[config.mk]
export PLATFORM = sky130hd
export DESIGN_NAME = serport_slave
export DESIGN_NICKNAME = d
export VERILOG_FILES = /design/src/rtl/serport_pkg.sv /design/src/rtl/serport_sync.sv /design/src/rtl/serport_rx.sv /design/src/rtl/serport_tx.sv /design/src/rtl/serport_slave.sv
export SDC_FILE = /design/constraint.sdc
export NUM_CORES = 1
export LEC_CHECK = 0
export BUFFER_PORTS_ARGS = -buffer_cell sky130_fd_sc_hd__buf_2
export CAP_MARGIN = 5
export CORE_ASPECT_RATIO = 1.25
export CORE_MARGIN = 8
export CORE_UTILIZATION = 50
export CTS_CLUSTER_DIAMETER = 40
export CTS_CLUSTER_SIZE = 24
export DETAILED_ROUTE_END_ITERATION = 10
export GPL_TIMING_DRIVEN = 0
export PLACE_DENSITY = 0.77
export RECOVER_POWER = 100
export SLEW_MARGIN = 5
export SYNTH_ARGS = -nofsm -noshare
export SYNTH_HDL_FRONTEND = slang
export SYNTH_SLANG_ARGS = --single-unit
[constraint.sdc]
create_clock -name clk -period 3.4 [get_ports clk]
set_clock_uncertainty 0.15 [all_clocks]
set_input_delay 0.68 -clock clk [delete_from_list [all_inputs] [get_ports clk]]
set_output_delay 0.68 -clock clk [all_outputs]
set_load 0.005 [all_outputs]
[src/rtl/serport_pkg.sv]
`timescale 1ns/1ps
package serport_pkg;

   // position of the receive counter within a frame
   typedef enum logic [1:0] {
      FR_CMD  = 2'd0,
      FR_DATA = 2'd1,
      FR_DONE = 2'd2
   } frame_ph_e;

   // read/write flag encoding in command bit 0
   localparam logic RW_READ  = 1'b1;
   localparam logic RW_WRITE = 1'b0;

endpackage

[src/rtl/serport_sync.sv]
`timescale 1ns/1ps
module serport_sync #(
   parameter int             W       = 1,
   parameter int             STAGES  = 2,
   parameter logic [W-1:0]   RST_VAL = '0
) (
   input  logic         clk,
   input  logic         rst_n,
   input  logic [W-1:0] d_in,
   output logic [W-1:0] d_out
);

   if (STAGES < 1) begin : g_bad_stages
      $error("serport_sync: STAGES must be at least 1");
   end

   if (STAGES == 1) begin : g_single
      always_ff @(posedge clk or negedge rst_n) begin
         if (!rst_n) d_out <= RST_VAL;
         else        d_out <= d_in;
      end
   end else begin : g_chain
      logic [W-1:0] st [STAGES];
      always_ff @(posedge clk or negedge rst_n) begin
         if (!rst_n) begin
            for (int i = 0; i < STAGES; i++) st[i] <= RST_VAL;
         end else begin
            st[0] <= d_in;
            for (int i = 1; i < STAGES; i++) st[i] <= st[i-1];
         end
      end
      assign d_out = st[STAGES-1];
   end

endmodule

[src/rtl/serport_rx.sv]
`timescale 1ns/1ps
module serport_rx
   import serport_pkg::*;
#(
   parameter int ADDR_W = 6,
   parameter int DATA_W = 8
) (
   input  logic              clk,
   input  logic              rst_n,
   input  logic              cs_hi,
   input  logic              sclk_rise,
   input  logic              sdi_s,
   input  logic              lsb_first,
   output logic              cmd_pulse,
   output logic              cmd_rd,
   output logic [ADDR_W-1:0] cmd_addr,
   output logic              wr_pulse,
   output logic [DATA_W-1:0] wr_data,
   output frame_ph_e         phase
);

   localparam int CMD_W = ADDR_W + 2;
   localparam int FRAME = CMD_W + DATA_W;
   localparam int CNT_W = $clog2(FRAME + 1);
   localparam logic [CNT_W-1:0] CMD_LAST = CNT_W'(CMD_W - 1);
   localparam logic [CNT_W-1:0] CMD_END  = CNT_W'(CMD_W);
   localparam logic [CNT_W-1:0] FR_LAST  = CNT_W'(FRAME - 1);
   localparam logic [CNT_W-1:0] FR_END   = CNT_W'(FRAME);

   if (ADDR_W < 1) begin : g_bad_addr
      $error("serport_rx: ADDR_W must be at least 1");
   end
   if (DATA_W < 2) begin : g_bad_data
      $error("serport_rx: DATA_W must be at least 2");
   end

   logic [CNT_W-1:0]  cnt;
   logic [CMD_W-1:0]  cmd_sr;
   logic [DATA_W-1:0] dat_sr;
   logic              take;

   // edges past the end of the frame are dropped until the select cycles
   assign take = sclk_rise && (cnt != FR_END);

   always_ff @(posedge clk or negedge rst_n) begin
      if (!rst_n) begin
         cnt       <= '0;
         cmd_sr    <= '0;
         dat_sr    <= '0;
         cmd_pulse <= 1'b0;
         wr_pulse  <= 1'b0;
      end else if (cs_hi) begin
         cnt       <= '0;
         cmd_sr    <= '0;
         dat_sr    <= '0;
         cmd_pulse <= 1'b0;
         wr_pulse  <= 1'b0;
      end else begin
         cmd_pulse <= 1'b0;
         wr_pulse  <= 1'b0;
         if (take) begin
            cnt <= cnt + 1'b1;
            if (cnt < CMD_END) begin
               cmd_sr <= lsb_first ? {sdi_s, cmd_sr[CMD_W-1:1]}
                                   : {cmd_sr[CMD_W-2:0], sdi_s};
            end else begin
               dat_sr <= lsb_first ? {sdi_s, dat_sr[DATA_W-1:1]}
                                   : {dat_sr[DATA_W-2:0], sdi_s};
            end
            cmd_pulse <= (cnt == CMD_LAST);
            wr_pulse  <= (cnt == FR_LAST) && (cmd_sr[0] == RW_WRITE);
         end
      end
   end

   assign cmd_rd   = (cmd_sr[0] == RW_READ);
   assign cmd_addr = cmd_sr[ADDR_W:1];
   assign wr_data  = dat_sr;

   always_comb begin
      if (cnt < CMD_END)     phase = FR_CMD;
      else if (cnt < FR_END) phase = FR_DATA;
      else                   phase = FR_DONE;
   end

endmodule

[src/rtl/serport_tx.sv]
`timescale 1ns/1ps
module serport_tx #(
   parameter int DATA_W = 8
) (
   input  logic              clk,
   input  logic              rst_n,
   input  logic              cs_hi,
   input  logic              sclk_fall,
   input  logic              lsb_first,
   input  logic              load,
   input  logic [DATA_W-1:0] load_data,
   output logic              sdo,
   output logic              sdo_oe
);

   localparam int LEFT_W = $clog2(DATA_W + 1);
   localparam logic [LEFT_W-1:0] FULL = LEFT_W'(DATA_W);

   logic [DATA_W-1:0] sr;
   logic [LEFT_W-1:0] left;
   logic              armed;

   always_ff @(posedge clk or negedge rst_n) begin
      if (!rst_n) begin
         sr     <= '0;
         left   <= '0;
         armed  <= 1'b0;
         sdo    <= 1'b0;
         sdo_oe <= 1'b0;
      end else if (cs_hi) begin
         sr     <= '0;
         left   <= '0;
         armed  <= 1'b0;
         sdo    <= 1'b0;
         sdo_oe <= 1'b0;
      end else if (load) begin
         sr    <= load_data;
         left  <= FULL;
         armed <= 1'b1;
      end else if (sclk_fall && armed) begin
         if (left != '0) begin
            sdo    <= lsb_first ? sr[0] : sr[DATA_W-1];
            sr     <= lsb_first ? {1'b0, sr[DATA_W-1:1]} : {sr[DATA_W-2:0], 1'b0};
            left   <= left - 1'b1;
            sdo_oe <= 1'b1;
         end else begin
            // falling edge after the last data bit: release the line
            sdo    <= 1'b0;
            sdo_oe <= 1'b0;
            armed  <= 1'b0;
         end
      end
   end

endmodule

[src/rtl/serport_slave.sv]
`timescale 1ns/1ps
module serport_slave
   import serport_pkg::*;
#(
   parameter int ADDR_W      = 6,
   parameter int DATA_W      = 8,
   parameter int SYNC_STAGES = 2,
   parameter int READ_LAT    = 1
) (
   input  logic              clk,
   input  logic              rst_n,
   input  logic              sclk,
   input  logic              cs_n,
   input  logic              sdi,
   input  logic              lsb_first,
   output logic              sdo,
   output logic              sdo_oe,
   output logic [ADDR_W-1:0] reg_addr,
   output logic              reg_wr_en,
   output logic [DATA_W-1:0] reg_wr_data,
   output logic              reg_rd_en,
   input  logic [DATA_W-1:0] reg_rd_data
);

   if (READ_LAT < 0 || READ_LAT > 1) begin : g_bad_lat
      $error("serport_slave: READ_LAT must be 0 or 1");
   end

   // synchronized pins: {sclk, cs_n, sdi}; select resets to inactive
   logic [2:0] pins_s;
   logic       sclk_s;
   logic       cs_hi;
   logic       sdi_s;
   logic       sclk_q;
   logic       sclk_rise;
   logic       sclk_fall;

   serport_sync #(
      .W       (3),
      .STAGES  (SYNC_STAGES),
      .RST_VAL (3'b010)
   ) u_sync (
      .clk   (clk),
      .rst_n (rst_n),
      .d_in  ({sclk, cs_n, sdi}),
      .d_out (pins_s)
   );

   assign sclk_s = pins_s[2];
   assign cs_hi  = pins_s[1];
   assign sdi_s  = pins_s[0];

   always_ff @(posedge clk or negedge rst_n) begin
      if (!rst_n) sclk_q <= 1'b0;
      else        sclk_q <= sclk_s;
   end

   assign sclk_rise =  sclk_s && !sclk_q;
   assign sclk_fall = !sclk_s &&  sclk_q;

   logic              cmd_pulse;
   logic              cmd_rd;
   logic [ADDR_W-1:0] cmd_addr;
   logic              wr_pulse;
   logic [DATA_W-1:0] wr_data;
   frame_ph_e         phase;

   serport_rx #(
      .ADDR_W (ADDR_W),
      .DATA_W (DATA_W)
   ) u_rx (
      .clk       (clk),
      .rst_n     (rst_n),
      .cs_hi     (cs_hi),
      .sclk_rise (sclk_rise),
      .sdi_s     (sdi_s),
      .lsb_first (lsb_first),
      .cmd_pulse (cmd_pulse),
      .cmd_rd    (cmd_rd),
      .cmd_addr  (cmd_addr),
      .wr_pulse  (wr_pulse),
      .wr_data   (wr_data),
      .phase     (phase)
   );

   assign reg_addr    = cmd_addr;
   assign reg_rd_en   = cmd_pulse && cmd_rd;
   assign reg_wr_en   = wr_pulse;
   assign reg_wr_data = wr_data;

   // read return path: the register file answers in READ_LAT cycles
   logic tx_load;

   if (READ_LAT == 0) begin : g_lat0
      assign tx_load = reg_rd_en;
   end else begin : g_lat1
      logic rd_pend;
      always_ff @(posedge clk or negedge rst_n) begin
         if (!rst_n)     rd_pend <= 1'b0;
         else if (cs_hi) rd_pend <= 1'b0;
         else            rd_pend <= reg_rd_en;
      end
      assign tx_load = rd_pend;
   end

   serport_tx #(
      .DATA_W (DATA_W)
   ) u_tx (
      .clk       (clk),
      .rst_n     (rst_n),
      .cs_hi     (cs_hi),
      .sclk_fall (sclk_fall),
      .lsb_first (lsb_first),
      .load      (tx_load),
      .load_data (reg_rd_data),
      .sdo       (sdo),
      .sdo_oe    (sdo_oe)
   );

endmodule

# --- After elaboration in Yosys (flattened, before gate mapping) ---
# Cells that the tools add are included.
op_classes:
  n_eq_ne: 6
  magnitude_cmp: 1
  n_reduce_logical: 19
  n_addsub: 2
  n_mux: 37
  n_bitwise: 1
op_table:
  columns: ["op", "count"]
  rows:
  - ["8-bit two-way mux", 13]
  - ["1-bit two-way mux", 18]
  - ["4-bit two-way mux", 4]
  - ["5-bit two-way mux", 2]
  - ["2-bit AND reduction", 5]
  - ["1-bit logical AND", 6]
  - ["2-bit nonzero test", 3]
  - ["3-bit nonzero test", 2]
  - ["5-bit by 1-bit adder with 5-bit output, second input constant", 1]
  - ["5-bit by 3-bit equality test with 1-bit output, second input constant", 1]
  - ["5-bit by 4-bit equality test with 1-bit output, second input constant", 1]
  - ["5-bit by 4-bit < comparator with 1-bit output, second input constant", 1]
  - ["5-bit != test, second input constant", 1]
  - ["4-bit nonzero test", 1]
  - ["4-bit by 1-bit subtractor with 4-bit output, second input constant", 1]
  - ["3-bit != test, second input constant", 1]
  - ["1-bit zero test", 2]
  - ["2-bit by 1-bit != test with 1-bit output, second input constant", 1]
  - ["2-bit != test, second input constant", 1]
  - ["1-bit inverter", 1]
word_totals:
  in_bits: 14
  ff_bits: 46
  out_inout_bits: 18
  elab_cells: 80

# --- Depth between registers and ports, before layout ---
# Gate-level depths: netlist (run 1).
depth:
  depth_word: 6
  depth_mapped: 8
  depth_no_buf: 6

# --- Hierarchy ---
# Synthesis (run 1) repeated with hierarchy kept, for this count alone.
hier_totals:
  cells_unflattened: 222
  hier_area_um2: 2451.1
modules_own_cells:
  columns: ["mod", "cells_each", "seq_area_each_um2", "area_each_um2", "n_inst"]
  rows:
  - ["serport_rx", 114, 575.6, 1278.7, 1]
  - ["serport_tx", 93, 375.4, 917.1, 1]
  - ["serport_sync", 9, 152.6, 175.2, 1]
  - ["serport_slave", 6, 50.0, 80.1, 1]

# --- Worst setup path before layout (run 1) ---
# Ideal clock, no wire load.
synth_timing:
  path_kind: "reg-to-reg"
  start: "register u_tx.left[0]"
  end: "register u_tx.armed"
  stages_incl_launch_ff: 7
  synth_period_minus_slack_ns: 1.788
  t_required_ns: 3.116
  n_path_buf: 0
  setup_time_ns: 0.134
  path_slack_ns: 1.612
  arrival_ns: 1.504
  path_cell_list: "dfrtp_1 > inv_1 > ha_1 > or3b_4 > or3b_1 > a21oi_1 > nor2_1"
synth_between:
  elab_chain_cells: 3
synth_lines:
  columns: ["item", "line", "source"]
  rows:
  - ["start: declaration", "serport_tx.sv:20", "logic [LEFT_W-1:0] left;"]
  - ["start signal: assignment", "serport_tx.sv:44", "left <= left - 1'b1;"]
  - ["4-bit nonzero test", "serport_tx.sv:41", "if (left != '0) begin"]
  - ["3-bit != test (no line)", null, null]
  - ["2-bit AND reduction (no line)", null, null]
  - ["end signal: assignment", "serport_tx.sv:33", "armed <= 1'b0;"]
  - ["end signal: assignment", "serport_tx.sv:39", "armed <= 1'b1;"]
  - ["end signal: assignment", "serport_tx.sv:50", "armed <= 1'b0;"]
  - ["end: declaration", "serport_tx.sv:21", "logic armed;"]
# Every way passes these cells.
# A chain may end at the register's enable or synchronous reset.

# --- Worst setup path after layout (run 1) ---
layout_timing:
  start: "register u_sync.g_chain.st (netlist bit u_sync.d_out[2])"
  end: "register u_rx.cmd_sr[6]"
layout_between:
  elab_chain_cells: 4
layout_lines:
  columns: ["item", "line", "source"]
  rows:
  - ["start: declaration", "serport_sync.sv:23", "logic [W-1:0] st [STAGES];"]
  - ["1-bit logical AND", "serport_slave.sv:58", "assign sclk_rise = sclk_s && !sclk_q;"]
  - ["1-bit logical AND", "serport_rx.sv:43", "assign take = sclk_rise && (cnt != FR_END);"]
  - ["2-bit nonzero test (no line)", null, null]
  - ["2-bit AND reduction (no line)", null, null]
  - ["end signal: assignment", "serport_rx.sv:64", "cmd_sr <= lsb_first ? {sdi_s, cmd_sr[CMD_W-1:1]}"]
  - ["end: declaration", "serport_rx.sv:38", "logic [CMD_W-1:0] cmd_sr;"]
# Every way passes these cells.

==> results of run 1 <==
## metal layers
layer | part of all wire | vias to the layer above
met3 | 0.045 | 6
met2 | 0.51 | 27
li1 | - | 830
met4 | 0.011 | 0
met5 | 0 | -
met1 | 0.44 | 871
## path summary, 6_finish.rpt
| check | cells past startpoint | slack [ns] | end |
|---|---|---|---|
| hold / removal | 0 | 0.21 | u_sync.d_out[0] |
| min in group asynchronous | 1 | 0.39 | u_rx.cmd_sr[3] |
| hold reg to reg | 0 | 0.21 | u_sync.d_out[0] |
| max in group asynchronous | 1 | 2.09 | u_rx.cnt[0] |
| setup / recovery | 5 | 1.03 | u_rx.cmd_sr[6] |
| setup reg to reg | 5 | 1.03 | u_rx.cmd_sr[6] |
## layout by cell type (no fill, tap or decap), types with 2 or more instances in the layout
cell	count
ha_1	5
nand2_1	7
nand2b_1	2
inv_1	7
xnor2_1	3
a211oi_2	4
nor3_1	5
clkbuf_8	5
dfstp_2	2
buf_2	28
o311ai_0	5
clkbuf_4	7
dfrtp_1	44
xor2_1	3
nor3b_1	3
a21oi_1	11
mux2i_1	24
o21ai_0	2
a211oi_1	14
or3b_1	2
nor2_1	19
clkinv_2	2
clkbuf_1	15
nand3_1	6
and2_0	2
nor2b_1	4
nand3b_1	2
## metrics by stage
| step | total power (W) | setup slack [ns] |
|---|---|---|
| 2_1_floorplan | 0.0006507 | 1.612 |
| 3_3_place_gp | 0.0006870 | 1.518 |
| 3_5_place_dp | 0.0006899 | 1.417 |
| 4_1_cts | 0.001089 | 1.514 |
| 5_1_grt | 0.001116 | 0.8023 |
| 6_report | 0.001068 | 1.025 |
## flip-flops by register name (all words and copies together), names as in the netlist, 3 cells and up
| signal | cells |
|---|---|
| u_tx.left | 4 |
| u_rx.cmd_sr | 8 |
| u_sync.g_chain.st | 3 |
| u_rx.wr_data | 8 |
| u_rx.cnt | 5 |
| u_tx.sr | 8 |
| u_sync.d_out | 3 |
## power by group
part           leakage (nW)  internal [W]  switching [W]
clock network        0.0579      0.000216       0.000182
logic                 0.526     0.0000397      0.0000544
registers             0.618      0.000561      0.0000140
total                  1.20      0.000818       0.000251
## logic make-up after synthesis
logic type | share of synthesized area
xor+xnor | 0.02190
buf+inv | 0.06830
simple gates | 0.1460
fa+ha+maj | 0.02607
flops | 0.4807
compound gates | 0.1569
mux | 0.1001
## cell type report
type	count	area, µm²
buffer	21	116.4
clock buffer	5	68.82
clock inverter	3	40.04
fill	418	2061
inverter	7	26.28
multi-input combinational	139	1010
sequential	46	1154
tap	60	75.07
timing repair buffer	30	143.9
==> flow_summary_export.csv, run 1 <==
group,metric,value,unit
timing,setup_viol,0,
global_routing,overflow,0,
outcome,status,"finished, final reports clean",
synthesis,synth_common_cells,"dfrtp_1, mux2i_1, nor2_1, a21oi_1, a211oi_2",
placement,dp_hpwl,3509,µm
timing,fmax,421.1,MHz
worst_setup_path,endpoint_kind,"register",
worst_setup_path,required,3.47,ns
timing,slew_headroom,0.3354,
synthesis,ys_seq_area_frac,0.4807,
timing,finalHoldViolCount,0,
synthesis,syn_area_per_cell,11.27,µm²
route,final_antenna_net_count,0,
die,initial_core_util,0.5112,
cts,cts_hold_buf,0,
worst_setup_path,rr_startpoint,"u_sync.d_out[2]",
pwr,total_leakage_power,1.203,nW
global_routing,grt_usage,0.1363,
worst_setup_path,cp_slowest_cell,"nor3b_1",
route,initialDrtViolationCount,68,
global_routing,met1_usage,0.1529,
cts,cts_made_buffers,5,
flow_run,max-cap-violations,0,
cts,htreeDepth,2,
die,rows,28,
global_routing,met2_usage,0.2415,
worst_setup_path,critPathArrivalTime,2.44,ns
placement,dp.cells,303,
timing,finalSetupTns,0,ns
layout,areaGrowthSynthToFinish,9.750,%
die,die_w,77.97,µm
route,wirelength,4793,µm
layout,diodes,0,
timing,final_max_slew_viol_count,0,
cts,cts.sinks,46,
pwr,vdd_ir_drop_max,0.2575,mV
global_routing,grt_pass1_vias,1825,
synthesis,syn_area,0.002400,mm²
placement,place_congestion,0.8377,
layout,drive_gt1_frac,0.2112,
route,wl_per_cell,15.41,µm
layout,final_util,0.5610,
synthesis,ys_top_cells_by_area,"dfrtp_1, mux2i_1, a211oi_2",
worst_setup_path,path_cells,"nor2b_1 -> nor3b_1 -> clkbuf_1 -> nor2_1 -> a211oi_2",
synthesis,yosysWarnings,0,
placement,portBuffers,30,
global_routing,grtUsageMet3,0.03839,
synthesis,netlist-cell-type-count,48,
route,via_count,1734,
cts,post_cts_resized,0,
timing,tightest_slew,0.9969,ns
die,die_area,0.007286,mm²
die,core_area,0.004695,mm²
synthesis,ys_dominant_reg_cell,"dfrtp_1",
pwr,power.density,405.6,mW/mm²
die,die_y,93.46,µm
synthesis,netlist_instances,213,
route,vias_per_cell,5.576,
global_routing,busiest_layer,"met2",
synthesis,synth_top_cell_area_share,0.4588,
worst_setup_path,critical_path_class,"register to register",
die,io_pins,32,
placement,placed_area,0.002625,mm²
worst_setup_path,cpPeakStageDelay,0.72,ns
synthesis,yosysMostFrequentCell,"dfrtp_1",
worst_setup_path,worstSetupStartpointType,"register",
synthesis,synth_area_leader_cell,"dfrtp_1",
cts,ctsRootBufferMaster,"clkbuf_8",
cts,cts_tree,"built",
synthesis,synth_seq_cells,46,
layout,instances_no_fill,311,
global_routing,grt_start_max_net_pins,47,
timing,rsz0062_at_grt,"no",
worst_setup_path,cp_num_buf_inv,1,
synthesis,syn-num-nets,232,
cts,clock_path_buffers,2,
synthesis,ys_async_sr_fraction,1.000,
layout,nets,269,
route,first_pass_iters,4,
route,drcViolationCount,0,
cts,clkLatencyLatePin,0.30,ns
global_routing,antenna_found_initial,0,
worst_setup_path,cp_top_family,"simple AND/OR/NAND/NOR gates",
synthesis,synth_edf_count,0,
timing,finalCritPeriodShare,0.6985,
cts,postCtsSetupBuffers,0,
worst_setup_path,cp-startpoint,"u_sync.d_out[2]",
worst_setup_path,critPathMaxFanout,10,
min_path,hold_class,"register to register",
layout,stdcell_area,0.002634,mm²
cts,clk_transition_reported_paths,0.09,ns
global_routing,grt_first_pass_wirelength,8162,µm
timing,period_minus_slack,2.375,ns
min_path,worstHoldStart,"u_sync.g_chain.st[3]",
timing,hold_slack,0.2091,ns
Note: power is estimated with default switching activity, not from simulation.
==> run 2, diff against run 1 <==
==> constraint.sdc (replaced) <==
create_clock -name clk -period 2.44 [get_ports clk]
set_clock_uncertainty 0.15 [all_clocks]
set_input_delay 0.488 -clock clk [delete_from_list [all_inputs] [get_ports clk]]
set_output_delay 0.488 -clock clk [all_outputs]
set_load 0.005 [all_outputs]
==> run 2 against run 1 <==
  * Maximum frequency is 18% higher
  * Sequential share of layout area is 0.47 points lower
  * Cell area is 1.1% higher
  * Global-route usage stayed put
  * Clock-buffer cell count stayed put
  * Total power is 40% higher
  * Final cell count stayed put
  * Critical path depth is 2 higher
  * Core utilization is 0.61 points higher
  * Clock power is 39% higher
  * Hold slack worse by 0.074 ns
==> flow_summary_export.csv, run 2 (synthesis gave the netlist of run 1 again) <==
group,metric,value,unit
layout,diodes,0,
worst_setup_path,cp_slowest_cell,"dfrtp_1",
timing,finalSetupTns,0,ns
die,io_pins,32,
outcome,status,"finished, final reports clean",
die,core_area,0.004695,mm²
timing,slew_headroom,0.2562,
pwr,total_leakage_power,1.214,nW
cts,postCtsSetupBuffers,0,
worst_setup_path,worstSetupStartpointType,"register",
worst_setup_path,critPathArrivalTime,2.02,ns
cts,cts.sinks,46,
global_routing,antenna_found_initial,0,
worst_setup_path,required,2.46,ns
timing,fmax,497.8,MHz
min_path,hold_class,"input pin to register",
cts,clkLatencyLatePin,0.30,ns
flow_run,max-cap-violations,0,
pwr,p_int,0.001141,W
layout,drive_gt1_frac,0.2231,
placement,placed_area,0.002625,mm²
worst_setup_path,path_cells,"inv_1 -> ha_1 -> or3b_1 -> nand2_1 -> buf_4 -> nand3_1 -> o311ai_0",
pwr,switching_share,0.2355,
pwr,power_frac_seq,0.538,
cts,clk_transition_reported_paths,0.08,ns
cts,htreeDepth,2,
placement,dp_hpwl,3509,µm
layout,final_common_cell,"dfrtp_1",
timing,period_minus_slack,2.009,ns
timing,setup_viol,0,
layout,final_cell_mix,"dfrtp_1, buf_2, mux2i_1",
worst_setup_path,critPathMaxFanout,10,
cts,clock_path_buffers,2,
timing,finalHoldViolCount,0,
worst_setup_path,rr_startpoint,"u_tx.left[0]",
cts,cts_hold_buf,0,
pwr,power.total,0.001492,W
route,drcViolationCount,0,
worst_setup_path,endpoint_kind,"register",
timing,finalCritPeriodShare,0.8233,
timing,tightest_slew,1.116,ns
route,vias_per_cell,5.505,
cts,cts_made_buffers,5,
cts,cts_tree,"built",
route,final_antenna_net_count,0,
layout,stdcell_area,0.002663,mm²
global_routing,overflow,0,
worst_setup_path,critical_path_class,"register to register",
pwr,power.share.combinational,0.089,
worst_setup_path,cpPeakStageDelay,0.41,ns
placement,place_congestion,0.8377,
pwr,pwr-share-clk,0.373,
placement,portBuffers,30,
worst_setup_path,rr_endpoint,"u_tx.sr[3]",
pwr,p_sw,0.0003515,W
route,initialDrtViolationCount,70,
timing,rsz0062_at_grt,"no",
layout,areaGrowthSynthToFinish,10.95,%
global_routing,grt_start_max_net_pins,47,
min_path,hold_depth,1,
die,die_w,77.97,µm
die,die_y,93.46,µm
route,wirelength,4794,µm
global_routing,grt_usage,0.1363,
global_routing,grt_pass1_vias,1825,
die,initial_core_util,0.5112,
min_path,worstHoldStart,"cs_n",
global_routing,grt_first_pass_wirelength,8162,µm
pwr,vdd_ir_drop_max,0.3591,mV
die,rows,28,
route,via_count,1712,
die,die_area,0.007286,mm²
route,first_pass_iters,4,
route,wl_per_cell,15.41,µm
layout,nets,269,
min_path,hold_path_end,"u_sync.g_chain.st[4]",
timing,final_max_slew_viol_count,0,
worst_setup_path,ff2ff_path_depth,7,
cts,post_cts_resized,0,
pwr,power.density,560.5,mW/mm²
worst_setup_path,rrSetupSlack,0.43,ns
cts,ctsRootBufferMaster,"clkbuf_8",
[run 2: area by class of cell]
type | count | area [µm²]
Buffer | 21 | 120.1
Inverter | 7 | 26.28
Clock inverter | 3 | 40.04
Tap cell | 60 | 75.07
Multi-Input combinational cell | 139 | 1035
Sequential cell | 46 | 1154
Clock buffer | 5 | 68.82
Timing Repair Buffer | 30 | 143.9
Fill cell | 411 | 2032
[run 2: metrics by stage]
| step | hold WS [ns] | cells | util | setup WS, ns |
|---|---|---|---|---|
| 2_1_floorplan | 0.04241 | 213 | - | 0.6517 |
| 3_3_place_gp | 0.1844 | 303 | 0.5592 | 0.5926 |
| 3_5_place_dp | 0.1927 | 303 | 0.5592 | 0.5751 |
| 4_1_cts | 0.1248 | 311 | 0.5824 | 0.5537 |
| 5_1_grt | 0.1188 | 311 | 0.5672 | 0.3011 |
| 6_report | 0.1349 | 311 | 0.5672 | 0.4312 |
[run 2: worst max-delay path, delay by kind of cell (launching register included)]
family	cells	cell delay [ns]
flip-flops	1	0.41
AO/OA/AOI/OAI	1	0.13
AND/OR/NAND/NOR	3	0.72
adder cells (fa/ha/maj)	1	0.15
buffers and inverters	2	0.31
[run 2: worst max-delay path by stage]
stage | startpoint | endpoint | slack [ns] | cells past startpoint
2_1_floorplan | u_tx.left[0] | u_tx.armed | 0.65 | 6
3_3_place_gp | u_tx.left[0] | u_tx.armed | 0.59 | 6
3_5_place_dp | u_tx.left[0] | u_tx.armed | 0.58 | 6
4_1_cts | u_tx.left[0] | u_tx.armed | 0.55 | 6
5_1_grt | u_tx.left[0] | u_tx.sr[3] | 0.30 | 7
6_report | u_tx.left[0] | u_tx.sr[3] | 0.43 | 7
[run 2: power by group through the flow]
stage                     Sequential [W]  Clock (W)  Combinational, W
after floorplan                 0.000812          0         0.0000943
after global placement          0.000818          0          0.000140
after detailed placement        0.000819          0          0.000143
after CTS                       0.000803   0.000571          0.000143
after global routing            0.000806   0.000602          0.000150
final                           0.000803   0.000556          0.000133
[run 2: metal layers]
layer	GRT usage	vias to the layer above	wire, µm
li1	-	827	-
met1	0.1529	850	2106
met2	0.2415	29	2408
met3	0.03839	6	229
met4	0.04644	0	51
met5	0	-	0
==> run 3, diff against run 2 <==
==> constraint.sdc (replaced) <==
create_clock -name clk -period 2.1 [get_ports clk]
set_clock_uncertainty 0.15 [all_clocks]
set_input_delay 0.42 -clock clk [delete_from_list [all_inputs] [get_ports clk]]
set_output_delay 0.42 -clock clk [all_outputs]
set_load 0.005 [all_outputs]
==> run 3 against run 2 <==
  * Non-clock buffer count is the same
  * Maximum frequency grew 3.5%
  * Global-route usage is the same
  * Sequential cell count is the same
  * Critical path type unchanged
  * Critical endpoint is now u_tx.armed
  * Largest cell class unchanged
==> flow_summary_export.csv, run 3 (synthesis gave the netlist of run 1 again) <==
group,metric,value,unit
layout,areaGrowthSynthToFinish,11.05,%
layout,multi_input_area,0.001033,mm²
timing,period_minus_slack,1.941,ns
global_routing,overflow,0,
layout,fillers,410,
pwr,p_sw,0.0004090,W
die,rows,28,
pwr,pwr-share-clk,0.373,
pwr,vdd_ir_drop_max,0.4173,mV
worst_setup_path,rrSetupSlack,0.16,ns
layout,final_cell_mix,"dfrtp_1, buf_2, mux2i_1",
pwr,p_int,0.001326,W
global_routing,grt_usage,0.1363,
global_routing,antenna_found_initial,0,
worst_setup_path,cp-startpoint,"u_tx.left[0]",
worst_setup_path,ff2ff_path_depth,6,
route,drcViolationCount,0,
route,wl_per_cell,15.40,µm
cts,postCtsSetupBuffers,0,
layout,final_common_cell,"dfrtp_1",
global_routing,grt_first_pass_wirelength,8162,µm
timing,slew_headroom,0.2518,
placement,place_congestion,0.8377,
layout,diodes,0,
cts,clk_transition_reported_paths,0.08,ns
cts,clock_path_buffers,2,
cts,ctsRootBufferMaster,"clkbuf_8",
pwr,total_leakage_power,1.243,nW
cts,cts_tree,"built",
cts,cts.sinks,46,
placement,portBuffers,30,
die,initial_core_util,0.5112,
die,io_pins,32,
cts,post_cts_resized,0,
timing,setup_viol,0,
worst_setup_path,worstSetupStartpointType,"register",
route,wirelength,4789,µm
timing,tightest_slew,1.122,ns
worst_setup_path,required,2.12,ns
worst_setup_path,rr_endpoint,"u_tx.armed",
timing,finalHoldViolCount,0,
global_routing,grt_pass1_vias,1825,
worst_setup_path,critical_path_class,"register to register",
cts,clkLatencyLatePin,0.30,ns
route,via_count,1719,
cts,cts_hold_buf,0,
die,die_area,0.007286,mm²
route,final_antenna_net_count,0,
outcome,status,"finished, final reports clean",
die,die_w,77.97,µm
pwr,power.share.combinational,0.089,
timing,finalCritPeriodShare,0.9241,
route,first_pass_iters,4,
layout,final-seq-area,0.001154,mm²
timing,finalSetupTns,0,ns
worst_setup_path,crit_end,"u_tx.armed",
worst_setup_path,rr_startpoint,"u_tx.left[0]",
min_path,hold_class,"input pin to register",
cts,htreeDepth,2,
cts,cts_made_buffers,5,
die,die_y,93.46,µm
die,core_area,0.004695,mm²
worst_setup_path,endpoint_kind,"register",
route,vias_per_cell,5.527,
placement,dp_hpwl,3509,µm
worst_setup_path,critPathArrivalTime,1.96,ns
route,initialDrtViolationCount,63,
worst_setup_path,critPathMaxFanout,4,
layout,nets,269,
pwr,switching_share,0.2358,
pwr,power_frac_seq,0.538,
timing,rsz0062_at_grt,"no",
timing,fmax,515.3,MHz
layout,final_util,0.5677,
timing,final_max_slew_viol_count,0,
flow_run,max-cap-violations,0,
layout,drive_gt1_frac,0.2430,
global_routing,grt_start_max_net_pins,47,
pwr,power.density,650.8,mW/mm²
[run 3: power groups by stage]
stage	Combinational (W)	Sequential (W)	Clock (W)
final	0.000155	0.000932	0.000648
after global routing	0.000173	0.000937	0.000699
after CTS	0.000166	0.000933	0.000663
after detailed placement	0.000166	0.000951	0
after global placement	0.000162	0.000950	0
after floorplan	0.000110	0.000944	0
[run 3: per-layer routing]
metal	global-route usage	up-vias	wire (µm)
li1	-	827	-
met1	0.1529	857	2131
met2	0.2415	29	2383
met3	0.03839	6	223
met4	0.04644	0	51
met5	0	-	0
[run 3: per-stage QoR]
step	total power, W	hold slack, ns	instance area (µm²)	setup slack [ns]	instances
final	0.001735	0.06686	2665	0.1594	311
after global routing	0.001810	0.05080	2665	0.06277	311
after CTS	0.001763	0.05678	2734	0.2137	311
after detailed placement	0.001117	0.1927	2625	0.2351	303
after global placement	0.001112	0.1844	2625	0.2526	303
after floorplan	0.001054	-0.02559	2400	0.3117	213
[run 3: how the worst min path moves through the flow]
stage	start	endpoint	cells after the start
floorplan	rst_n	g_lat1.rd_pend	0
global placement	u_sync.g_chain.st[5]	u_sync.d_out[2]	0
detailed placement	u_sync.g_chain.st[3]	u_sync.d_out[0]	0
CTS	cs_n	u_sync.g_chain.st[4]	1
global route	cs_n	u_sync.g_chain.st[4]	1
finish	cs_n	u_sync.g_chain.st[4]	1
[run 3: final cells by class]
class | count | share of cell area
sequential | 46 | 0.4329
tap | 60 | 0.02817
clock inverter | 3 | 0.01502
timing repair buffer | 30 | 0.05399
multi-input combinational | 139 | 0.3878
clock buffer | 5 | 0.02582
buffer | 21 | 0.04648
inverter | 7 | 0.009859
[run 3: worst max-delay path: stages, from the launching register on]
cell	delay [ns]
dfrtp_1	0.41
inv_1	0.09
ha_1	0.15
or3b_1	0.43
or3b_1	0.38
a21oi_1	0.15
nor2_1	0.05
